<file path="src/rtl/dram_dec_pkg.sv">
package dram_dec_pkg;

    // Positions of the strobes inside the sampled strobe vector
    localparam int SB_RAS = 0;
    localparam int SB_CAS = 1;
    localparam int SB_WE  = 2;
    localparam int SB_OE  = 3;
    localparam int SB_NUM = 4;

    typedef enum logic [2:0] {
        CYC_STANDBY  = 3'd0,
        CYC_READ     = 3'd1,
        CYC_WRITE    = 3'd2,
        CYC_RMW      = 3'd3,
        CYC_PAGE     = 3'd4,
        CYC_HIDDEN   = 3'd5,
        CYC_RAS_ONLY = 3'd6,
        CYC_CBR      = 3'd7
    } cyc_class_e;

    // A column access after the first one in an open row is a page access
    function automatic cyc_class_e pick_class(input logic paged, input cyc_class_e base);
        return paged ? CYC_PAGE : base;
    endfunction

endpackage

</file>
<file path="src/rtl/dram_strobe_edges.sv">
module dram_strobe_edges #(
    parameter int N = 4
) (
    input  logic         clk,
    input  logic         rst,
    input  logic [N-1:0] lvl_n,
    output logic [N-1:0] fall,
    output logic [N-1:0] rise
);
    logic [N-1:0] prev_q;

    always_ff @(posedge clk) begin
        if (rst) prev_q <= '1;
        else     prev_q <= lvl_n;
    end

    assign fall = prev_q & ~lvl_n;
    assign rise = ~prev_q & lvl_n;
endmodule

</file>
<file path="src/rtl/dram_rfsh_ctr.sv">
module dram_rfsh_ctr #(
    parameter int W = 11
) (
    input  logic         clk,
    input  logic         rst,
    input  logic         step,
    output logic [W-1:0] cnt
);
    always_ff @(posedge clk) begin
        if (rst)       cnt <= '0;
        else if (step) cnt <= cnt + W'(1);
    end
endmodule

</file>
<file path="src/rtl/dram_cell_store.sv">
module dram_cell_store #(
    parameter int DW = 4,
    parameter int IW = 6
) (
    input  logic          clk,
    input  logic          wr_en,
    input  logic [IW-1:0] wr_idx,
    input  logic [DW-1:0] wr_data,
    input  logic [IW-1:0] rd_idx,
    output logic [DW-1:0] rd_data
);
    localparam int DEPTH = 1 << IW;

    logic [DW-1:0] cells [DEPTH];

    always_ff @(posedge clk) begin
        if (wr_en) cells[wr_idx] <= wr_data;
    end

    assign rd_data = cells[rd_idx];
endmodule

</file>
<file path="src/rtl/dram_cycle_decoder.sv">
module dram_cycle_decoder
    import dram_dec_pkg::*;
#(
    parameter int ADDR_W    = 11,
    parameter int DATA_W    = 4,
    parameter int ROW_IDX_W = 3,
    parameter int COL_IDX_W = 3
) (
    input  logic              clk,
    input  logic              rst,
    input  logic              ras_n,
    input  logic              cas_n,
    input  logic              we_n,
    input  logic              oe_n,
    input  logic [ADDR_W-1:0] addr,
    input  logic [DATA_W-1:0] din,
    output logic [DATA_W-1:0] dout,
    output logic              dout_oe,
    output logic [2:0]        cyc_class,
    output logic [ADDR_W-1:0] row_addr,
    output logic [ADDR_W-1:0] col_addr,
    output logic [ADDR_W-1:0] rfsh_row_ctr,
    output logic              seq_err
);
    localparam int IDX_W = ROW_IDX_W + COL_IDX_W;

    logic [SB_NUM-1:0] fall, rise;
    logic ras_fall, ras_rise, cas_fall, cas_rise, we_fall, oe_fall, oe_rise;
    logic unused_we_rise;

    dram_strobe_edges #(.N(SB_NUM)) u_edges (
        .clk   (clk),
        .rst   (rst),
        .lvl_n ({oe_n, we_n, cas_n, ras_n}),
        .fall  (fall),
        .rise  (rise)
    );

    assign ras_fall       = fall[SB_RAS];
    assign ras_rise       = rise[SB_RAS];
    assign cas_fall       = fall[SB_CAS];
    assign cas_rise       = rise[SB_CAS];
    assign we_fall        = fall[SB_WE];
    assign oe_fall        = fall[SB_OE];
    assign oe_rise        = rise[SB_OE];
    assign unused_we_rise = rise[SB_WE];

    // Cycle state
    cyc_class_e        cls_q;
    logic [ADDR_W-1:0] row_q, col_q;
    logic [DATA_W-1:0] dout_q;
    logic              dout_oe_q, seq_err_q;
    logic              row_open, rfsh_cyc, col_seen, paged;
    logic              rd_done, wr_done, hid_arm;

    // Event decode
    logic cas_acc, early_wr, early_rd, late_ok, late_rd, late_wr, rfsh_step;

    assign rfsh_step = ras_fall && !cas_fall && !cas_n;
    assign cas_acc   = cas_fall && !ras_fall && !ras_n && !rfsh_cyc && row_open;
    assign early_wr  = cas_acc && !we_n;
    assign early_rd  = cas_acc && we_n && !oe_n;
    assign late_ok   = row_open && !ras_n && !cas_n && col_seen && !cas_fall;
    assign late_rd   = late_ok && oe_fall && we_n && !rd_done;
    assign late_wr   = late_ok && we_fall && !wr_done;

    // Refresh row counter
    logic [ADDR_W-1:0] ctr;

    dram_rfsh_ctr #(.W(ADDR_W)) u_ctr (
        .clk  (clk),
        .rst  (rst),
        .step (rfsh_step),
        .cnt  (ctr)
    );

    // Storage array
    logic [ADDR_W-1:0] acc_col;
    logic [IDX_W-1:0]  wr_idx, rd_idx;
    logic [DATA_W-1:0] rd_data;

    assign acc_col = cas_acc ? addr : col_q;
    assign wr_idx  = {row_q[ROW_IDX_W-1:0], acc_col[COL_IDX_W-1:0]};
    assign rd_idx  = wr_idx;

    dram_cell_store #(.DW(DATA_W), .IW(IDX_W)) u_store (
        .clk     (clk),
        .wr_en   (early_wr || late_wr),
        .wr_idx  (wr_idx),
        .wr_data (din),
        .rd_idx  (rd_idx),
        .rd_data (rd_data)
    );

    always_ff @(posedge clk) begin
        if (rst) begin
            cls_q     <= CYC_STANDBY;
            row_q     <= '0;
            col_q     <= '0;
            dout_q    <= '0;
            dout_oe_q <= 1'b0;
            seq_err_q <= 1'b0;
            row_open  <= 1'b0;
            rfsh_cyc  <= 1'b0;
            col_seen  <= 1'b0;
            paged     <= 1'b0;
            rd_done   <= 1'b0;
            wr_done   <= 1'b0;
            hid_arm   <= 1'b0;
        end else begin
            seq_err_q <= 1'b0;
            if (ras_fall && cas_fall) begin
                seq_err_q <= 1'b1;
            end else if (ras_fall) begin
                if (!cas_n) begin
                    rfsh_cyc <= 1'b1;
                    row_q    <= ctr;
                    if (hid_arm) begin
                        cls_q <= CYC_HIDDEN;
                    end else begin
                        cls_q     <= CYC_CBR;
                        dout_oe_q <= 1'b0;
                    end
                end else begin
                    row_open <= 1'b1;
                    row_q    <= addr;
                    cls_q    <= CYC_RAS_ONLY;
                    col_seen <= 1'b0;
                    paged    <= 1'b0;
                    rd_done  <= 1'b0;
                    wr_done  <= 1'b0;
                    hid_arm  <= 1'b0;
                end
            end else if (ras_rise) begin
                row_open <= 1'b0;
                rfsh_cyc <= 1'b0;
                if (cas_n) begin
                    cls_q     <= CYC_STANDBY;
                    dout_oe_q <= 1'b0;
                    rd_done   <= 1'b0;
                    hid_arm   <= 1'b0;
                end else begin
                    hid_arm <= rd_done;
                end
            end else if (cas_fall) begin
                if (!ras_n && rfsh_cyc) begin
                    seq_err_q <= 1'b1;
                end else if (cas_acc) begin
                    col_q    <= addr;
                    col_seen <= 1'b1;
                    paged    <= col_seen;
                    rd_done  <= early_rd;
                    wr_done  <= early_wr;
                    if (early_wr) begin
                        dout_oe_q <= 1'b0;
                        cls_q     <= pick_class(col_seen, CYC_WRITE);
                    end else if (early_rd) begin
                        dout_q    <= rd_data;
                        dout_oe_q <= 1'b1;
                        cls_q     <= pick_class(col_seen, CYC_READ);
                    end
                end
            end else if (cas_rise && ras_n) begin
                cls_q     <= CYC_STANDBY;
                dout_oe_q <= 1'b0;
                rd_done   <= 1'b0;
                hid_arm   <= 1'b0;
            end

            if (late_rd) begin
                dout_q    <= rd_data;
                dout_oe_q <= 1'b1;
                rd_done   <= 1'b1;
                cls_q     <= pick_class(paged, CYC_READ);
            end
            if (we_fall && ras_n && !cas_n) begin
                seq_err_q <= 1'b1;
            end else if (late_wr) begin
                wr_done <= 1'b1;
                cls_q   <= rd_done ? CYC_RMW : pick_class(paged, CYC_WRITE);
            end
            if (oe_rise) dout_oe_q <= 1'b0;
        end
    end

    assign dout         = dout_q;
    assign dout_oe      = dout_oe_q;
    assign cyc_class    = cls_q;
    assign row_addr     = row_q;
    assign col_addr     = col_q;
    assign rfsh_row_ctr = ctr;
    assign seq_err      = seq_err_q;

    AST_STANDBY_HIZ: assert property (@(posedge clk) disable iff (rst)
        (ras_n && cas_n) |=> !dout_oe);
    AST_CBR_HIZ: assert property (@(posedge clk) disable iff (rst)
        (rfsh_step && !hid_arm) |=> !dout_oe);
    AST_HIDDEN_HOLD: assert property (@(posedge clk) disable iff (rst)
        (rfsh_step && hid_arm && !oe_rise) |=> ($stable(dout_oe) && $stable(dout)));
    AST_CTR_MOVE: assert property (@(posedge clk) disable iff (rst)
        rfsh_step |=> (rfsh_row_ctr != $past(rfsh_row_ctr)));
    AST_CTR_HOLD: assert property (@(posedge clk) disable iff (rst)
        !rfsh_step |=> $stable(rfsh_row_ctr));
    AST_EDO_HOLD: assert property (@(posedge clk) disable iff (rst)
        (cas_rise && !ras_n && !oe_rise) |=> ($stable(dout_oe) && $stable(dout)));
    AST_EARLY_WR_HIZ: assert property (@(posedge clk) disable iff (rst)
        early_wr |=> !dout_oe);
    AST_SIMUL_FALL_ERR: assert property (@(posedge clk) disable iff (rst)
        (ras_fall && cas_fall) |=> seq_err);
endmodule

</file>
<file path="config.mk">
export PLATFORM = sky130hd
export DESIGN_NAME = dram_cycle_decoder
export DESIGN_NICKNAME = d
export VERILOG_FILES = /design/src/rtl/dram_dec_pkg.sv /design/src/rtl/dram_strobe_edges.sv /design/src/rtl/dram_rfsh_ctr.sv /design/src/rtl/dram_cell_store.sv /design/src/rtl/dram_cycle_decoder.sv
export SDC_FILE = /design/constraint.sdc
export NUM_CORES = 1
export LEC_CHECK = 0
export BUFFER_PORTS_ARGS = -buffer_cell sky130_fd_sc_hd__buf_4
export CORE_MARGIN = 5
export CORE_UTILIZATION = 30
export DETAILED_ROUTE_END_ITERATION = 8
export HOLD_SLACK_MARGIN = 0.02
export PLACE_DENSITY = 0.44
export SLEW_MARGIN = 25
export SYNTH_ARGS = -nofsm -noshare
export SYNTH_HDL_FRONTEND = slang
export SYNTH_SLANG_ARGS = --single-unit
</file>
<file path="constraint.sdc">
create_clock -name clk -period 2.9 [get_ports clk]
set_input_delay 0.58 -clock clk [delete_from_list [all_inputs] [get_ports clk]]
set_output_delay 0.58 -clock clk [all_outputs]
set_load 0.05 [all_outputs]
</file>
# [Word level (Yosys, flattened, before mapping)]
# Memory sizes are Yosys's and may differ from the RTL's.
# Index checks and enable logic that the tools add are counted.
[op_classes] addsub=1 n_eq_ne=16 muxes=87 bitwise=8 reduce_logical=52
[ops] op="2-to-1 mux 3 bit" count=20
[ops] op="2-to-1 mux 1 bit" count=56
[ops] op="2-to-1 mux 4 bit" count=9
[ops] op="logical AND 1 bit" count=23
[ops] op="AND reduction 8 bit" count=2
[ops] op="inequality test 2 bit, second input constant" count=6
[ops] op="AND reduction 6 bit" count=2
[ops] op="nonzero test 2 bit" count=6
[ops] op="adder 11 x 1 -> 11 bit, second input constant" count=1
[ops] op="2-to-1 mux 11 bit" count=1
[ops] op="logical NOT 1 bit" count=9
[ops] op="inequality test 3 x 2 -> 1 bit, second input constant" count=3
[ops] op="bitwise AND 4 bit" count=2
[ops] op="inverter 4 bit" count=2
[ops] op="AND reduction 4 bit" count=2
[ops] op="inequality test 2 x 1 -> 1 bit, second input constant" count=3
[ops] op="inequality test 6 x 2 -> 1 bit, second input constant" count=1
[ops] op="AND reduction 3 bit" count=2
[ops] op="inequality test 5 x 2 -> 1 bit, second input constant" count=1
[ops] op="inequality test 5 bit, second input constant" count=1
[ops] op="AND reduction 5 bit" count=1
[ops] op="nonzero test 5 bit" count=1
[ops] op="inequality test 4 x 3 -> 1 bit, second input constant" count=1
[ops] op="inverter 1 bit" count=4
[ops] op="5 further kinds" count=5
[word_totals] register_bits=53 ramBits=256 inputBits=21 out_inout_bits=42 word_cells=181 n_memories=1
[mem_list] name="u_store.cells" words=64 width=4 rd=1 rd_ports_with_merged_regs=0 wr=1 line="dram_cell_store.sv:14" source="logic [DW-1:0] cells [DEPTH];"

# [Longest topological paths before layout]
[logic_depth] depth_word=20 depth_mapped=13 ltp_nobuf=9

# [By module]
# From an unflattened synthesis, not the netlist that was laid out.
[unflattened] hier_cells=824 hier_area_um2=12889.9
[by_module_without_submodules] module="dram_cell_store" n_inst=1 cells_per_inst=525 area_per_inst_um2=10276.1 seq_area_each_um2=7687.4
[by_module_without_submodules] module="dram_cycle_decoder" n_inst=1 cells_per_inst=228 area_per_inst_um2=1940.6 seq_area_each_um2=760.7
[by_module_without_submodules] module="dram_rfsh_ctr" n_inst=1 cells_per_inst=55 area_per_inst_um2=513.0 seq_area_each_um2=220.2
[by_module_without_submodules] module="dram_strobe_edges" n_inst=1 cells_per_inst=16 area_per_inst_um2=160.2 seq_area_each_um2=80.1

# [Worst setup path after synthesis]
# No wires, ideal clock.
[synth_path] kind="input to register" from="in ras_n" to="reg dout_q[2], in the netlist dout[2]" t_arrival_ps=2842 path_slack_ps=-62 cell_stages=12 n_path_buf=3 cell_sequence="inv_1 -> ha_1 -> buf_6 -> or3b_1 -> buf_6 -> buf_6 -> o211ai_2 -> o31ai_2 -> a222oi_1 -> a41oi_1 -> a22o_1 -> o31a_1"
[synth_via] elab_chain_cells=18
[synth_lines] element="start, declared" line="dram_cycle_decoder.sv:11" source="input logic ras_n,"
[synth_lines] element="inverter 4 bit (*)" line="dram_strobe_edges.sv:17" source="assign fall = prev_q & ~lvl_n;"
[synth_lines] element="bitwise AND 4 bit (*)" line="dram_strobe_edges.sv:17"
[synth_lines] element="net fall[0]" line="dram_cycle_decoder.sv:27" source="logic [SB_NUM-1:0] fall, rise;"
[synth_lines] element="logical NOT 1 bit" line="dram_cycle_decoder.sv:60" source="assign cas_acc = cas_fall && !ras_fall && !ras_n && !rfsh_cyc && row_open;"
[synth_lines] element="logical AND 1 bit (4 in series)" line="dram_cycle_decoder.sv:60"
[synth_lines] element="2-to-1 mux 3 bit"
[synth_lines] element="memory (64 x 4 bit)"
[synth_lines] element="2-to-1 mux 4 bit" line="dram_cycle_decoder.sv:157" source="end else if (early_rd) begin"
[synth_lines] element="2-to-1 mux 4 bit" line="dram_cycle_decoder.sv:154" source="if (early_wr) begin"
[synth_lines] element="2-to-1 mux 4 bit" line="dram_cycle_decoder.sv:148" source="end else if (cas_acc) begin"
[synth_lines] element="2-to-1 mux 4 bit" line="dram_cycle_decoder.sv:146" source="if (!ras_n && rfsh_cyc) begin"
[synth_lines] element="2-to-1 mux 4 bit" line="dram_cycle_decoder.sv:145" source="end else if (cas_fall) begin"
[synth_lines] element="2-to-1 mux 4 bit" line="dram_cycle_decoder.sv:134" source="end else if (ras_rise) begin"
[synth_lines] element="2-to-1 mux 4 bit" line="dram_cycle_decoder.sv:114" source="end else if (ras_fall) begin"
[synth_lines] element="2-to-1 mux 4 bit" line="dram_cycle_decoder.sv:112" source="if (ras_fall && cas_fall) begin"
[synth_lines] element="2-to-1 mux 4 bit" line="dram_cycle_decoder.sv:170" source="if (late_rd) begin"
[synth_lines] element="end signal, assigned" line="dram_cycle_decoder.sv:158" source="dout_q <= rd_data;"
[synth_lines] element="end signal, assigned" line="dram_cycle_decoder.sv:171" source="dout_q <= rd_data;"
[synth_lines] element="end, declared" line="dram_cycle_decoder.sv:51" source="logic [DATA_W-1:0] dout_q;"
# Mark *: on every way through the listed nets, which the timed path passes. The rest lies on a longest branch. The select of a mux whose other input is x is not followed.
# A chain may end at the register's enable or synchronous reset.

# [Worst setup path in the final report]
[layout_path] from="reg u_edges.prev_q[0]" to="reg dout_q[0], in the netlist dout[0]"
[layout_via] elab_chain_cells=17
[layout_lines] element="start, declared" line="dram_strobe_edges.sv:10" source="logic [N-1:0] prev_q;"
[layout_lines] element="start signal, assigned" line="dram_strobe_edges.sv:14" source="else prev_q <= lvl_n;"
[layout_lines] element="bitwise AND 4 bit (*)" line="dram_strobe_edges.sv:17"
[layout_lines] element="net fall[0]" line="dram_cycle_decoder.sv:27"
[layout_lines] element="logical NOT 1 bit" line="dram_cycle_decoder.sv:60"
[layout_lines] element="logical AND 1 bit (4 in series)" line="dram_cycle_decoder.sv:60"
[layout_lines] element="2-to-1 mux 3 bit"
[layout_lines] element="memory (64 x 4 bit)"
[layout_lines] element="2-to-1 mux 4 bit" line="dram_cycle_decoder.sv:157"
[layout_lines] element="2-to-1 mux 4 bit" line="dram_cycle_decoder.sv:154"
[layout_lines] element="2-to-1 mux 4 bit" line="dram_cycle_decoder.sv:148"
[layout_lines] element="2-to-1 mux 4 bit" line="dram_cycle_decoder.sv:146"
[layout_lines] element="2-to-1 mux 4 bit" line="dram_cycle_decoder.sv:145"
[layout_lines] element="2-to-1 mux 4 bit" line="dram_cycle_decoder.sv:134"
[layout_lines] element="2-to-1 mux 4 bit" line="dram_cycle_decoder.sv:114"
[layout_lines] element="2-to-1 mux 4 bit" line="dram_cycle_decoder.sv:112"
[layout_lines] element="2-to-1 mux 4 bit" line="dram_cycle_decoder.sv:170"
# Marks and branches as above.

==> metrics.md <==
| Metric | Value |
|---|---|
| Io pins | 63 |
| Comb pwr share | 8.6% |
| I/O Buffers | 62 |
| Clock latency on the worst-skew pair | 550 ps |
| Sink Count | 309 |
| Int Power | 8.01 mW |
| Ys Warns | 0 |
| Area grow syn2layout | 33.0% |
| # hold bufs at CTS | 0 |
| Syn nets | 1022 |
| Routed vias | 9761 |
| Vias/cell | 5.33 |
| Max incr delay on CP | 470 ps |
| Overall routed net length | 45000 microns |
| Max VDD drop | 0.341 mV |
| Worst Setup Path Type | reg2reg |
| Unique masters post-synth | 62 |
| Critical path data required time | 3310 ps |
| Most frequent CP cell | buf_4 |
| Die height | 217 microns |
| Crit. End Element | flip-flop |
| FF+latch count, synth | 309 |
| GP Congestion | 0.860 |
| Fin. max-slew vios | 0 |
| Initial DRC Count | 1180 |
| Clk pwr share | 45.0% |
| CTS Buf Count | 37 |
| Critical Path AT | 3260 ps |
| Max Root-Sink Buffers | 3 |
| Sequential area share after synthesis | 68.2% |
| Detailed Routing Iterations Pass 1 | 8 |
| Core Box Area | 0.0421 sq mm |
| Congestion Overflow GR | 0 |
| Slew headroom | 47.3% |
| Seq pwr share | 46.5% |
| N_diodes | 0 |
| Die width | 217 microns |
| Max Cap Viol | 0 |
| Full die area | 0.0470 sq mm |
| Synth Area per Inst | 12.9 sq um |
| HP Class | in2reg |
| Asr flop ratio synth | 0% |
| CTS clk-pin slew, worst paths | 60 ps |
| Final Cycle Share | 98.2% |
| Global-route wire length before repair | 64500 microns |
| Hold slack | 301 ps |
| Initial Util | 30.4% |
| Layout cell share with drive strength beyond 1 | 29.2% |
| Total Routing Usage GR | 18.5% |
| Crit path max fanout | 9 |
| Net switching power | 2.44 mW |
| Most used DFF post-synth | edfxtp_1 |
| Tmin final | 2850 ps |
| Final worst slack | 51.7 ps |
| Final Net Count | 1291 |
| Placed insts | 1750 |
| Post-route insts no fill | 1832 |
| Top cell type's share of synthesized area | 59.9% |
| Mapped Cells | 998 |
| Residual DRC | 0 |
| Cell Rows | 75 |
| P_leak | 6.16 nW |
| H-tree levels | 2 |
| Vias in the first global route | 9594 |
| Synth area leader | edfxtp_1 |
| Post-DP HPWL | 30600 microns |
| Post-synth EDFFs | 256 |
| Status | finished clean |
| Antenna-violating nets left | 0 |
| Largest net degree at the start of global routing | 65 |
| Total power | 10.5 mW |
| Initial antenna violation count | 0 |
| CTS root buf | clkbuf_16 |
| Final Hold Violating Endpoints | 0 |
| Worst path slowest cell | or3b_4 |
| # setup viols final | 0 |
| Synth top area cells | edfxtp_1, dfxtp_1, nor2_1, mux2i_1, a21oi_1 |
| Nature of the critical path startpoint | flip-flop |
| Most frequent cells in the layout | buf_4, edfxtp_1, nor2_1, nand2_1, a21oi_1 |
| Pin slew with the least headroom to its limit | 791 ps |
| Cell area after synthesis | 0.0128 sq mm |
| Pwr Density | 613 mW/mm^2 |
| Drt wl/cell | 24.5 microns |
| Fmax | 351 MHz |
| Place WS | -523 ps |
| Switch share | 23.4% |
| CTS tree | yes |
| Clock skew | 23.6 ps |
| Cell breakdown of the critical path | ha_4 -> or3b_4 -> nor2_8 -> buf_4 -> o31ai_4 -> buf_4 -> buf_4 -> a222oi_1 -> nand4_1 -> o221ai_1 -> a41oi_1 |
[state kept, by name, summed over array words and instances (netlist names)]
name,cells
u_store.cells,256
col_addr,11
row_addr,11
u_ctr.cnt,11
dout,4
u_edges.prev_q,4
cyc_class,3
col_seen,1
dout_oe,1
hid_arm,1
paged,1
rd_done,1
rfsh_cyc,1
row_open,1
seq_err,1
wr_done,1
[synthesized netlist by cell type (8+ instances only)]
| cell type | instances |
|---|---|
| nand2_1 | 79 |
| o2111ai_1 | 8 |
| a211oi_1 | 16 |
| dfxtp_1 | 53 |
| nor2_1 | 116 |
| nand4_1 | 14 |
| a22oi_1 | 31 |
| a222oi_1 | 24 |
| o21ai_0 | 35 |
| o211ai_1 | 11 |
| a21oi_1 | 69 |
| nand3_1 | 27 |
| clkbuf_1 | 32 |
| a21o_1 | 8 |
| nand2b_1 | 12 |
| inv_1 | 15 |
| buf_2 | 14 |
| edfxtp_1 | 256 |
| and3_1 | 11 |
| mux2i_1 | 35 |
[per-stage QoR]
| step | utilization, % | cell area, sq um | setup TNS [ps] |
|---|---|---|---|
| 3_5_place_dp | 37.1 | 15600 | -34800 |
| 2_1_floorplan | - | 12800 | 0 |
| 5_1_grt | 40.5 | 17100 | -11.2 |
| 4_1_cts | 40.0 | 16900 | -70.2 |
| 6_report | 40.5 | 17100 | 0 |
| 3_3_place_gp | 37.1 | 15600 | -20900 |
[power by group through the flow]
stage                     clock [mW]  combinational [mW]  sequential (mW)
after floorplan                    0               0.340             5.00
after global placement             0               0.875             4.95
after detailed placement           0               0.872             4.95
after CTS                       4.81               0.880             4.86
after global routing            5.01               0.950             4.86
final                           4.70               0.897             4.86
[critical path: cells and delay by family (launching register included)]
family                     cells  cell delay, ps
AOI/OAI and AO/OA              4             850
adders and majority gates      1             170
buffers and inverters          3             500
DFF                            1             330
and+or+nand+nor                3             840
[path summary, 6_finish.rpt]
kind,from,endpoint,slack [ps],cells after the start
min reg2reg,col_addr[4],col_addr[4],460,2
min,addr[4],col_addr[4],300,3
max reg2reg,u_edges.prev_q[0],dout[0],50,11
max,u_edges.prev_q[0],dout[0],50,11
[cells by family after synthesis]
| kind of cell | share of synthesized area, % |
|---|---|
| AO/OA/AOI/OAI | 14.9 |
| XOR/XNOR | 0.478 |
| adder cells (fa/ha/maj) | 0.293 |
| buffers and inverters | 2.42 |
| flip-flops | 68.2 |
| multiplexers | 2.73 |
| AND/OR/NAND/NOR | 11.0 |
[area by class of cell]
class	instances	area, sq um
Clock buffer	47	987
Tap cell	539	674
Multi-Input combinational cell	622	3930
Timing Repair Buffer	282	2430
Fill cell	4029	25100
Sequential cell	309	8750
Inverter	15	56.3
Clock inverter	18	226
[metal layers]
layer | vias up | track usage [%] | share of wire, %
li1 | 4425 | - | -
met1 | 4876 | 25.4 | 44
met2 | 398 | 30.1 | 47
met3 | 62 | 4.00 | 6.8
met4 | 0 | 4.71 | 2.3
met5 | - | 0 | 0
[what timing repair did]
item	CTS	global route
setup buffers	1	15
pin swaps	1	15
resized for setup	2	19
endpoints found under the setup margin	6	60
gates cloned	0	2
hold endpoints to repair	0	0
No activity file was read; power rests on OpenSTA's default activity.
